[config.mk]
export PLATFORM = sky130hd
export DESIGN_NAME = slotted_regfile
export DESIGN_NICKNAME = d
export VERILOG_FILES = /design/src/rtl/slotted_regfile.sv
export SDC_FILE = /design/constraint.sdc
export NUM_CORES = 1
export LEC_CHECK = 0
export ABC_AREA = 0
export ABC_CLOCK_PERIOD_IN_PS = 2500
export BUFFER_PORTS_ARGS = -buffer_cell sky130_fd_sc_hd__buf_4
export CAP_MARGIN = 20
export CORE_MARGIN = 2
export CORE_UTILIZATION = 35
export CTS_BUF_LIST = sky130_fd_sc_hd__clkbuf_8
export CTS_CLUSTER_DIAMETER = 30
export CTS_CLUSTER_SIZE = 24
export DETAILED_ROUTE_END_ITERATION = 10
export PLACE_DENSITY = 0.63
export SYNTH_ARGS = -nofsm -noshare
export SYNTH_HDL_FRONTEND = slang
export SYNTH_SLANG_ARGS = --single-unit
export TNS_END_PERCENT = 10
[constraint.sdc]
create_clock -name clk -period 2.5 [get_ports clk]
set_input_delay 0.25 -clock clk [delete_from_list [all_inputs] [get_ports clk]]
set_output_delay 0.25 -clock clk [all_outputs]
set_load 0.05 [all_outputs]
[src/rtl/slotted_regfile.sv]
module slotted_regfile #(
  parameter int WORDS = 32,
  parameter int WIDTH = 8,
  localparam int AW = $clog2(WORDS)
) (
  input  logic             clk,
  input  logic             rst_n,
  input  logic             cyc_start,
  input  logic [AW-1:0]    rd_addr_a,
  input  logic [AW-1:0]    rd_addr_b,
  input  logic [AW-1:0]    wr_addr,
  input  logic [WIDTH-1:0] wr_data,
  input  logic             wr_en,
  input  logic [WIDTH-1:0] ext_data,
  input  logic             byp_sel_a,
  input  logic             byp_sel_b,
  output logic [WIDTH-1:0] op_a,
  output logic [WIDTH-1:0] op_b
);
  localparam logic [1:0] SLOT_A = 2'd0;
  localparam logic [1:0] SLOT_B = 2'd1;
  localparam logic [1:0] SLOT_W = 2'd2;

  logic [WIDTH-1:0] mem [WORDS];
  logic [1:0]       slot_q;
  logic [1:0]       slot;
  logic [AW-1:0]    port_addr;
  logic             port_we;
  logic [WIDTH-1:0] port_rd;

  assign slot      = cyc_start ? SLOT_A : slot_q;
  assign port_addr = (slot == SLOT_A) ? rd_addr_a :
                     (slot == SLOT_B) ? rd_addr_b : wr_addr;
  assign port_we   = (slot == SLOT_W) && wr_en;
  assign port_rd   = mem[port_addr];

  always_ff @(posedge clk) begin
    if (!rst_n) begin
      slot_q <= SLOT_A;
      op_a   <= '0;
      op_b   <= '0;
      for (int i = 0; i < WORDS; i++) mem[i] <= '0;
    end else begin
      slot_q <= (slot == SLOT_W) ? SLOT_A : 2'(slot + 2'd1);
      if (port_we) mem[port_addr] <= wr_data;
      if (slot == SLOT_A) op_a <= byp_sel_a ? ext_data : port_rd;
      if (slot == SLOT_B) op_b <= byp_sel_b ? ext_data : port_rd;
    end
  end
endmodule

==> results of run 1 <==
==> synthesized netlist by cell type <==
cell type	number	area, um2
nor4b_2	4	60.06
buf_1	2	7.510
clkbuf_1	33	123.9
a221oi_2	2	30.03
a21oi_1	1	5.000
nand4_1	10	62.56
mux2i_1	128	1281
o21ai_0	49	245.2
nor2_2	5	31.28
o22ai_1	64	400.4
buf_4	14	105.1
nand4_2	14	175.2
nand3_1	17	85.08
and2_1	258	1614
edfxtp_1	256	7687
nor3b_1	1	7.510
o221ai_4	1	26.28
buf_2	10	50.05
o21bai_4	1	18.77
a21o_1	16	120.1
inv_1	4	15.01
or4b_4	1	13.76
dfxtp_1	18	360.4
buf_6	4	45.04
nand2b_1	2	12.51
nor4b_1	1	8.760
a221oi_4	2	52.55
o21ba_2	1	10.01
nand2_1	28	105.1
nor4_1	16	100.1
a221o_1	3	30.03
o221a_2	1	11.26
nor2_1	39	146.4
==> placed cells by master (no fill, tap or decap), types with 20 or more instances in the layout <==
cell type	instances
mux2i_1	95
and2_1	258
nor2_2	20
clkbuf_8	60
edfxtp_1	256
o21ai_0	43
nor2_1	24
o22ai_1	49
buf_4	153
==> per-stage QoR <==
step	setup TNS, ns	power, mW
3_3_place_gp	-4.540	6.567
6_report	-0.4747	11.76
3_5_place_dp	-8.591	6.580
4_1_cts	-0.5069	11.61
5_1_grt	-15.00	12.13
2_1_floorplan	-23.37	6.007
==> cell type report <==
cell class / count / area (um2) / share of cell area [%]
clock inverters: 51 / 422.9 / 2.491
well taps: 468 / 585.6 / 3.449
inverters: 4 / 15.01 / 0.08843
multi-input cells: 665 / 5256 / 30.96
flip-flops and latches: 274 / 8055 / 47.44
clock buffers: 60 / 825.8 / 4.864
repair buffers: 191 / 1818 / 10.71
==> layer usage <==
metal | vias up | track usage, %
li1 | 4126 | -
met1 | 4452 | 22.56
met2 | 294 | 31.71
met3 | 65 | 3.124
met4 | 0 | 6.544
met5 | - | 0
==> sequential cells by signal (all words and copies together), names as in the netlist <==
name and flops:
slot_q 2, op_b 8, op_a 8, mem 256
==> worst min-delay path, cell delays in order <==
cell and delay, ns:
buf_4 0.08, nand4_1 0.07, o21ai_0 0.11, a21o_1 0.10
==> power by group through the flow <==
| stage | Clock [mW] | Sequential, mW | Combinational (mW) |
|---|---|---|---|
| 2_1_floorplan | 0 | 5.37 | 0.637 |
| 3_3_place_gp | 0 | 5.31 | 1.25 |
| 3_5_place_dp | 0 | 5.32 | 1.26 |
| 4_1_cts | 5.01 | 5.23 | 1.37 |
| 5_1_grt | 5.25 | 5.25 | 1.63 |
| 6_report | 4.97 | 5.24 | 1.56 |
==> cell families after synthesis <==
family          after synthesis  synth area share [%]
compound gates              141                 7.279
flops                       274                 61.68
mux                         128                 9.820
simple gates                396                 18.57
buf+inv                      67                 2.656
==> repair_timing <==
item	4_1_cts	5_1_grt
hold endpoints to repair	4	0
hold buffers	4	0
gates resized for setup	36	109
gates cloned	3	2
endpoints found under the setup margin	143	379
setup buffers	11	10
pin swaps	6	18
==> final timing paths <==
path          startpoint      end  slack [ns]  depth (start not counted)
max            slot_q[1]  op_b[4]       -0.09                         11
min          ext_data[4]  op_b[4]        0.04                          4
max reg2reg    slot_q[1]  op_b[4]       -0.09                         11
min reg2reg      op_a[3]  op_a[3]        0.59                          3
==> metrics.txt, run 1 <==
outcome=finished, violations left; failing checks=negative setup slack; Max VDD drop=0.3446 mV; cell-internal power=8.667 mW; crit-path leading delay family=compound AO/OA/AOI/OAI gates; CTS clk-pin slew, worst paths=0.05 ns; clk_skew=0.03730 ns; Flop pwr share=44.5%; Warnings, synthesis=0; HPWL Detailed=22.79 mm; post-synthesis cell type count=33; Avg Cell Area, Syn=12.97 um2; Final setup viols=11; Req. time, crit path=2.99 ns; DRC errors left=0; top sig layer=met4; final hold slack=0.04474 ns; Post-Place Setup Slack=-0.2768 ns; port bufs=52; final core occ=46.27%; period utilization=103.5%; Yosys reg bits=274; Tot GR Track Use=18.13%; Num CTS Buffers=60; max_cap viols=0; initial drt markers=813; TritonRoute pass-1 iters=5; first-pass GRT wire length=53.07 mm; CP cell instances=o21bai_4 -> a221oi_4 -> buf_4 -> buf_12 -> clkbuf_16 -> mux2i_2 -> o22ai_1 -> nor4_2 -> buf_4 -> nand2_2 -> a21o_1; GP Congestion=0.8787; Inst Count DP=1574; Final Hold Fails=0; fmax=386.6 MHz; setup repair after global routing missed its margin=true; Gate power share=13.2%; full die area=38840 um2; relative slew slack=33.07%; vias per cell=5.217; static leakage=6.626 nW; Power per Cell Area=692.7 nW/um2; worst min-delay path class=input port to flip-flop; DRT Wirelength=35.54 mm; minimum clock period=2.586 ns; Buf/Inv on CP=4; met3 wire len=2.211 mm; Seq/Total Area, Yosys=61.68%; Root Driver=clkbuf_8; CTS tree=built; nets=1233; Post-DRT Antenna Nets=0; num ports=53; synthesis-to-layout area growth=30.13%; non-filler cells, final=1713; crit start category=flip-flop; Top cell by count, worst path=buf_4; htree depth=2; kind of critical path=flip-flop to flip-flop; Crit. End Element=flip-flop; Slew Limit Fails=0; CTS sink count=274; WL/cell=20.74 um; WP data arrival=3.08 ns; Worst Max-Slew Pin Slew=1.002 ns; share of cells above drive strength 1=32.53%; Die H=197.1 um; initial antenna violation count=0; met2 wire len=17.89 mm; largest net degree at the start of global routing=33; CP Max Fanout=7; Slowest-stage cell, CP=dfxtp_4; vias in the first global route=9189; Initial Util=35.55%; NetSw=3.094 mW; final setup margin=-0.08638 ns; grt total ovfl=0; total number of vias=8937; fin area=16980 um2; later-pin clock latency in the skew report=0.61 ns; Synthesized Nets=1043; FP Rows=70; floorplan core area=36700 um2; Net Sw Frac=26.31%; antenna cell count=0; CP peak stage delay=0.39 ns; wl on met1=14.52 mm; die extent in x=197.1 um; Clk pwr share=42.2%; placed cell areas=14740 um2; Mapped Cells=1006; clock buffer depth=3; Post-Synthesis Cell Area=13050 um2; fillcell total=3201
Power figures use the tool's default switching activity.
==> run 2, diff against run 1 <==
Settings changed: ABC_AREA 0 to 1.
==> run 2 against run 1 <==
Effect of this change:
- the run now ends clean
- register-to-register slack better by 0.24 ns
- first-iteration DRC count up 21%
- die area up 1.1%
- critical path depth down 1
- fmax up 10%
- hold slack better by 0.0037 ns
- largest power group unchanged
- highest routed layer unchanged
==> metrics.txt, run 2 <==
largest register by flop count=mem; Crit. End Element=flip-flop; Post-Place Setup Slack=-0.3676 ns (-0.09078 ns); mux cell area share after synthesis=0% (-9.8 points); dominant cell type by area after synthesis=edfxtp_1; worst reg2reg endpoint=mem[6][5]; initial drt markers=987 (+21%); leading register cell type out of synthesis=edfxtp_1; most frequent cell after synthesis=nand2_1; CTS sink count=274 (unchanged); Yosys reg bits=274 (unchanged); asr flop ratio synth=0% (unchanged); max reg flops=256 (unchanged); nets=1655 (+34%); Tot GR Track Use=18.76% (+0.64 points); GP Congestion=0.8700 (-0.99%); Worst Max-Slew Pin Slew=0.5618 ns (-0.4401 ns); later-pin clock latency in the skew report=0.60 ns (about the same); Reg area=8048 um2 (about the same); fmax=425.9 MHz (+10%); Power per Cell Area=718.3 nW/um2 (+3.7%); TritonRoute pass-1 iters=5 (unchanged); crit start category=flip-flop; total number of vias=10690 (+20%); setup TNS=0 ns (+0.4747 ns); fillcell total=3623 (+13%); die extent in x=198.1 um (+0.54%); Top cell by count, worst path=nand2_1; Slowest-stage cell, CP=dfxtp_1; DRC errors left=0 (unchanged); Final Hold Fails=0 (unchanged); footprint of the multi-input gates=4656 um2 (-11%); most frequent cells in the layout=nand2_1 (587), nor2_1 (281), edfxtp_1 (256), nand3_1 (161), buf_4 (120); share of cells above drive strength 1=16.73% (-16 points); R2R depth=10 (-1); r2r setup slk=0.15 ns (+0.24 ns); Die H=198.1 um (+0.54%); area share of and/or/nand/nor cells after synthesis=33.51% (+15 points); Num CTS Buffers=54 (-10%); Max VDD drop=0.2785 mV (-19%); Mapped Cells=1522 (+51%); DRT Wirelength=36.60 mm (+3.0%); Setup Buffers After CTS=0 (-11); Seq/Total Area, Yosys=61.01% (-0.67 points); Slew Limit Fails=0 (unchanged); Synth Area in XOR/XNOR=0% (unchanged); Regs by FF count=mem: 256 flops, op_a: 8 flops, op_b: 8 flops; HPWL Detailed=22.95 mm (+0.73%); CP Capture Point=mem[6][5]; initial antenna violation count=0 (unchanged); num ports=53 (unchanged); full die area=39260 um2 (+1.1%); largest cells by area after synthesis=edfxtp_1 (58%), nand2_1 (17%), nor2_1 (8.1%); final setup margin=0.1518 ns (+0.2381 ns); CP cell instances=nand2_1 -> nand2_1 -> buf_4 -> or2_4 -> nand2_8 -> inv_2 -> nor3_4 -> buf_12 -> nand2_2 -> nand2_1; Post-Synthesis Cell Area=13190 um2 (+1.1%); port bufs=52 (unchanged); Initial Util=35.27% (-0.29 points); minimum clock period=2.348 ns (-0.2381 ns); grt total ovfl=0 (unchanged); Synth Area in Compound Gates=1.252% (-6.0 points); largest family of logic cells by synthesized area=simple AND/OR/NAND/NOR gates; relative slew slack=62.55% (+29 points); adder-cell share of the synthesized area=0% (unchanged); post-synthesis cell type count=22 (-33%); FP Rows=71 (+1.4%); synthesis-to-layout area growth=20.42%; Final setup viols=0 (-11); largest net degree at the start of global routing=73 (+120%); Req. time, crit path=2.76 ns (-0.23 ns); htree depth=2 (unchanged); CTS clk-pin slew, worst paths=0.06 ns (about the same); Critical R2R Launch=slot_q[0]; first-pass GRT wire length=57.13 mm (+7.7%); clock buffer depth=3 (unchanged); Critical Path Start=slot_q[0]; vias in the first global route=10220 (+11%); number of synthesized flops with an enable pin=256 (unchanged); Warnings, synthesis=0 (unchanged); period utilization=93.93% (-9.5 points); final hold slack=0.04845 ns (+0.003706 ns); leading cell types by count after synthesis=nand2_1 (594), nor2_1 (286), edfxtp_1 (256), nand3_1 (161), clkbuf_1 (52); CTS tree=built; max_cap viols=0 (unchanged); static leakage=7.077 nW (+6.8%); fin area=15880 um2 (-6.4%); antenna cell count=0 (unchanged); kind of critical path=flip-flop to flip-flop; Synthesized Nets=1559 (+49%); floorplan core area=37400 um2 (+1.9%); outcome=finished, final reports clean; vias per cell=4.919 (-5.7%); Post-DRT Antenna Nets=0 (unchanged); CP Max Fanout=10 (+3); clk_skew=0.02917 ns (-0.008126 ns); area share of the largest cell type after synthesis=58.28% (-0.64 points); final core occ=42.47% (-3.8 points); CP peak stage delay=0.31 ns (-0.08 ns); WP data arrival=2.60 ns (-0.48 ns); Avg Cell Area, Syn=8.666 um2 (-33%); WL/cell=16.84 um (-19%); commonest non-fill, non-tap cell in the layout=nand2_1; worst min-delay path class=input port to flip-flop; setup repair after global routing missed its margin=false; placed cell areas=14600 um2 (-0.90%); Root Driver=clkbuf_8
-- run 2: changes by cell type after synthesis, moves of 25 or more --
| cell | previous run | this run |
|---|---|---|
| nand2_1 | 28 | 594 |
| and2_1 | 258 | 0 |
| nor2_1 | 39 | 286 |
| nand3_1 | 17 | 161 |
| mux2i_1 | 128 | 0 |
| o22ai_1 | 64 | 0 |
| o21ai_0 | 49 | 1 |
| nand2_2 | 0 | 34 |
| a21oi_1 | 1 | 32 |
| inv_1 | 4 | 29 |
-- run 2: area by class of cell --
class | count | share of cell area, %
multi-input combinational | 1117 | 29.31
tap | 511 | 4.025
inverter | 32 | 0.7877
timing repair buffer | 139 | 7.909
sequential | 274 | 50.67
clock buffer | 54 | 4.679
clock inverter | 46 | 2.623
-- run 2: critical path: cells and delay by family, from the launching register on --
family | cells | cell delay [ns]
flip-flops | 1 | 0.31
AND/OR/NAND/NOR | 7 | 1.23
buffers and inverters | 3 | 0.49
-- run 2: cells by family after synthesis --
group | after synthesis
flip-flops | 274
AND/OR/NAND/NOR | 1084
AO/OA/AOI/OAI | 33
buffers and inverters | 131
-- run 2: layer usage --
layer / routed length, um / vias up / part of all wire, % / track usage [%]
met5: 0 / - / 0 / 0
met4: 1077 / 0 / 2.9 / 6.488
met2: 16410 / 437 / 45 / 29.53
met3: 2644 / 73 / 7.2 / 2.862
li1: - / 5155 / - / -
met1: 16460 / 5024 / 45 / 26.39
-- run 2: report_power, final --
group	internal (mW)	total, mW	switching [mW]
combinational	0.416	1.39	0.970
clock	2.70	4.80	2.09
sequential	5.17	5.23	0.0605
-- run 2: worst min-delay path by stage --
stage                           start        end  depth (start not counted)
after global routing      ext_data[5]    op_b[5]                          5
after floorplan            wr_data[7]  mem[0][7]                          2
final                     ext_data[3]    op_a[3]                          5
after detailed placement      op_a[6]    op_a[6]                          2
after global placement        op_b[4]    op_b[4]                          2
after CTS                 ext_data[3]    op_a[3]                          5
-- run 2: repair_timing --
item / in CTS / in global routing
hold buffers: 2 / 0
endpoints found under the hold margin: 6 / 0
cloned: 0 / 1
endpoints found under the setup margin: 49 / 181
gates resized for setup: 2 / 20
-- run 2: per-stage QoR --
| stage | std cells | total power [mW] |
|---|---|---|
| floorplan | 1522 | 6.152 |
| global placement | 2070 | 6.640 |
| detailed placement | 2070 | 6.652 |
| CTS | 2172 | 11.42 |
| global route | 2173 | 11.80 |
| finish | 2173 | 11.41 |
==> run 3, diff against run 2 <==
Settings changed: RECOVER_POWER set to 50.
==> run 3 against run 2 <==
Effect of this change:
- sequential share of layout area up 0.81 points
- fmax shrank 0.58%
- clock-buffer cell count unchanged
- cell count unchanged
==> metrics.txt, run 3 (synthesized netlist as in run 2, its figures left out) <==
outcome=finished, final reports clean; worst min-delay path class=input port to flip-flop; Power per Cell Area=728.0 nW/um2 (+1.4%); DRC errors left=0 (unchanged); minimum clock period=2.362 ns (+0.01373 ns); Post-Place Setup Slack=-0.3676 ns (unchanged); floorplan core area=37400 um2 (unchanged); Hold Path Origin=ext_data[3]; Root Driver=clkbuf_8; TritonRoute pass-1 iters=5 (unchanged); Die H=198.1 um (unchanged); Num CTS Buffers=54 (unchanged); full die area=39260 um2 (unchanged); Tot GR Track Use=18.76% (unchanged); htree depth=2 (unchanged); die extent in x=198.1 um (unchanged); synthesis-to-layout area growth=18.53%; DRT Wirelength=36.62 mm (about the same); largest net degree at the start of global routing=73 (unchanged); nets=1655 (unchanged); max reg flops=256 (unchanged); WP data arrival=2.61 ns (about the same); Critical Path Start=slot_q[0]; WL/cell=16.85 um (about the same); Worst Max-Slew Pin Slew=0.6123 ns (+0.05054 ns); static leakage=6.889 nW (-2.7%); initial antenna violation count=0 (unchanged); Critical R2R Launch=slot_q[0]; total number of vias=10710 (+0.15%); Initial Util=35.27% (unchanged); initial drt markers=995 (+0.81%); Post-DRT Antenna Nets=0 (unchanged); grt total ovfl=0 (unchanged); CP Max Fanout=12 (+2); num ports=53 (unchanged); clock buffer depth=3 (unchanged); most frequent cells in the layout=nand2_1 (615), nor2_1 (281), edfxtp_1 (256), nand3_1 (161), buf_4 (70); fillcell total=3683 (+1.7%); relative slew slack=59.35% (-3.2 points); GP Congestion=0.8700 (unchanged); period utilization=94.48% (+0.55 points); Setup Buffers After CTS=0 (unchanged); CTS clk-pin slew, worst paths=0.06 ns (about the same); max_cap viols=0 (unchanged); later-pin clock latency in the skew report=0.60 ns (about the same); Final Hold Fails=0 (unchanged); fmax=423.4 MHz (-0.58%); antenna cell count=0 (unchanged); Crit. End Element=flip-flop; largest register by flop count=mem; share of cells above drive strength 1=12.15% (-4.6 points); Req. time, crit path=2.75 ns (about the same); Max VDD drop=0.2801 mV (+0.59%); final setup margin=0.1380 ns (-0.01373 ns); vias per cell=4.926 (+0.15%); crit start category=flip-flop; Slew Limit Fails=0 (unchanged); HPWL Detailed=22.95 mm (unchanged); setup repair after global routing missed its margin=false; FP Rows=71 (unchanged); Final setup viols=0 (unchanged); kind of critical path=flip-flop to flip-flop; vias in the first global route=10220 (unchanged); setup TNS=0 ns (unchanged); CTS tree=built; Regs by FF count=mem: 256 flops, op_a: 8 flops, op_b: 8 flops; clk_skew=0.02576 ns (-0.003414 ns); commonest non-fill, non-tap cell in the layout=nand2_1; first-pass GRT wire length=57.13 mm (unchanged); port bufs=52 (unchanged); CTS sink count=274 (unchanged)
[run 3: changes by cell type in the layout (fill, tap and decap cells not counted), sizes merged]
cell	change
buf	-50
clkbuf	+50
[run 3: report_power, final]
group	switching (mW)	leakage, nW	internal (mW)
clock network	2.09	0.579	2.70
registers	0.0601	2.78	5.17
logic	0.963	3.53	0.394
total	3.12	6.89	8.27
[run 3: path summary, 6_finish.rpt]
check | to | slack (ns) | cells past startpoint
setup / recovery | mem[31][5] | 0.14 | 13
hold / removal | op_a[3] | 0.05 | 5
setup reg to reg | mem[31][5] | 0.14 | 13
hold reg to reg | op_a[6] | 0.47 | 2
[run 3: through the flow]
| step | power (mW) | instances | instance area (um2) | hold slack (ns) | utilization [%] |
|---|---|---|---|---|---|
| detailed placement | 6.652 | 2070 | 14600 | 0.4613 | 39.05 |
| CTS | 11.42 | 2172 | 15790 | 0.01112 | 42.22 |
| finish | 11.38 | 2173 | 15630 | 0.04931 | 41.80 |
| global placement | 6.640 | 2070 | 14600 | 0.4605 | 39.05 |
| global route | 11.77 | 2173 | 15630 | 0.06676 | 41.80 |
| floorplan | 6.152 | 1522 | 13190 | 0.5006 | - |
[run 3: cell type report]
| type | count | area, um2 | area share, % |
|---|---|---|---|
| inverter | 32 | 125.1 | 0.8003 |
| timing repair buffer | 139 | 1076 | 6.883 |
| clock buffer | 54 | 743.2 | 4.754 |
| multi-input combinational | 1117 | 4586 | 29.33 |
| clock inverter | 46 | 416.7 | 2.665 |
| sequential | 274 | 8048 | 51.48 |
| tap | 511 | 639.4 | 4.090 |
[run 3: timing repair]
item | CTS | global route
endpoints found under the hold margin | 6 | 0
cloned | 0 | 1
gates resized for setup | 2 | 20
hold buffers | 2 | 0
setup endpoints to repair | 49 | 181
[run 3: metal layers]
layer	vias up	track usage [%]	wire, um
met2	432	29.53	16450
met5	-	0	0
li1	5158	-	-
met3	74	2.862	2730
met1	5041	26.39	16370
met4	0	6.488	1068
[run 3: critical path: stages, from the launching register on]
cell	delay (ns)
dfxtp_1	0.33
inv_1	0.05
nor2_1	0.09
nand2_1	0.10
inv_1	0.10
nand2_1	0.06
nand3_1	0.09
buf_4	0.12
nand2_1	0.10
clkbuf_4	0.15
nor2_1	0.26
buf_12	0.19
nand2_1	0.07
nand2_1	0.30
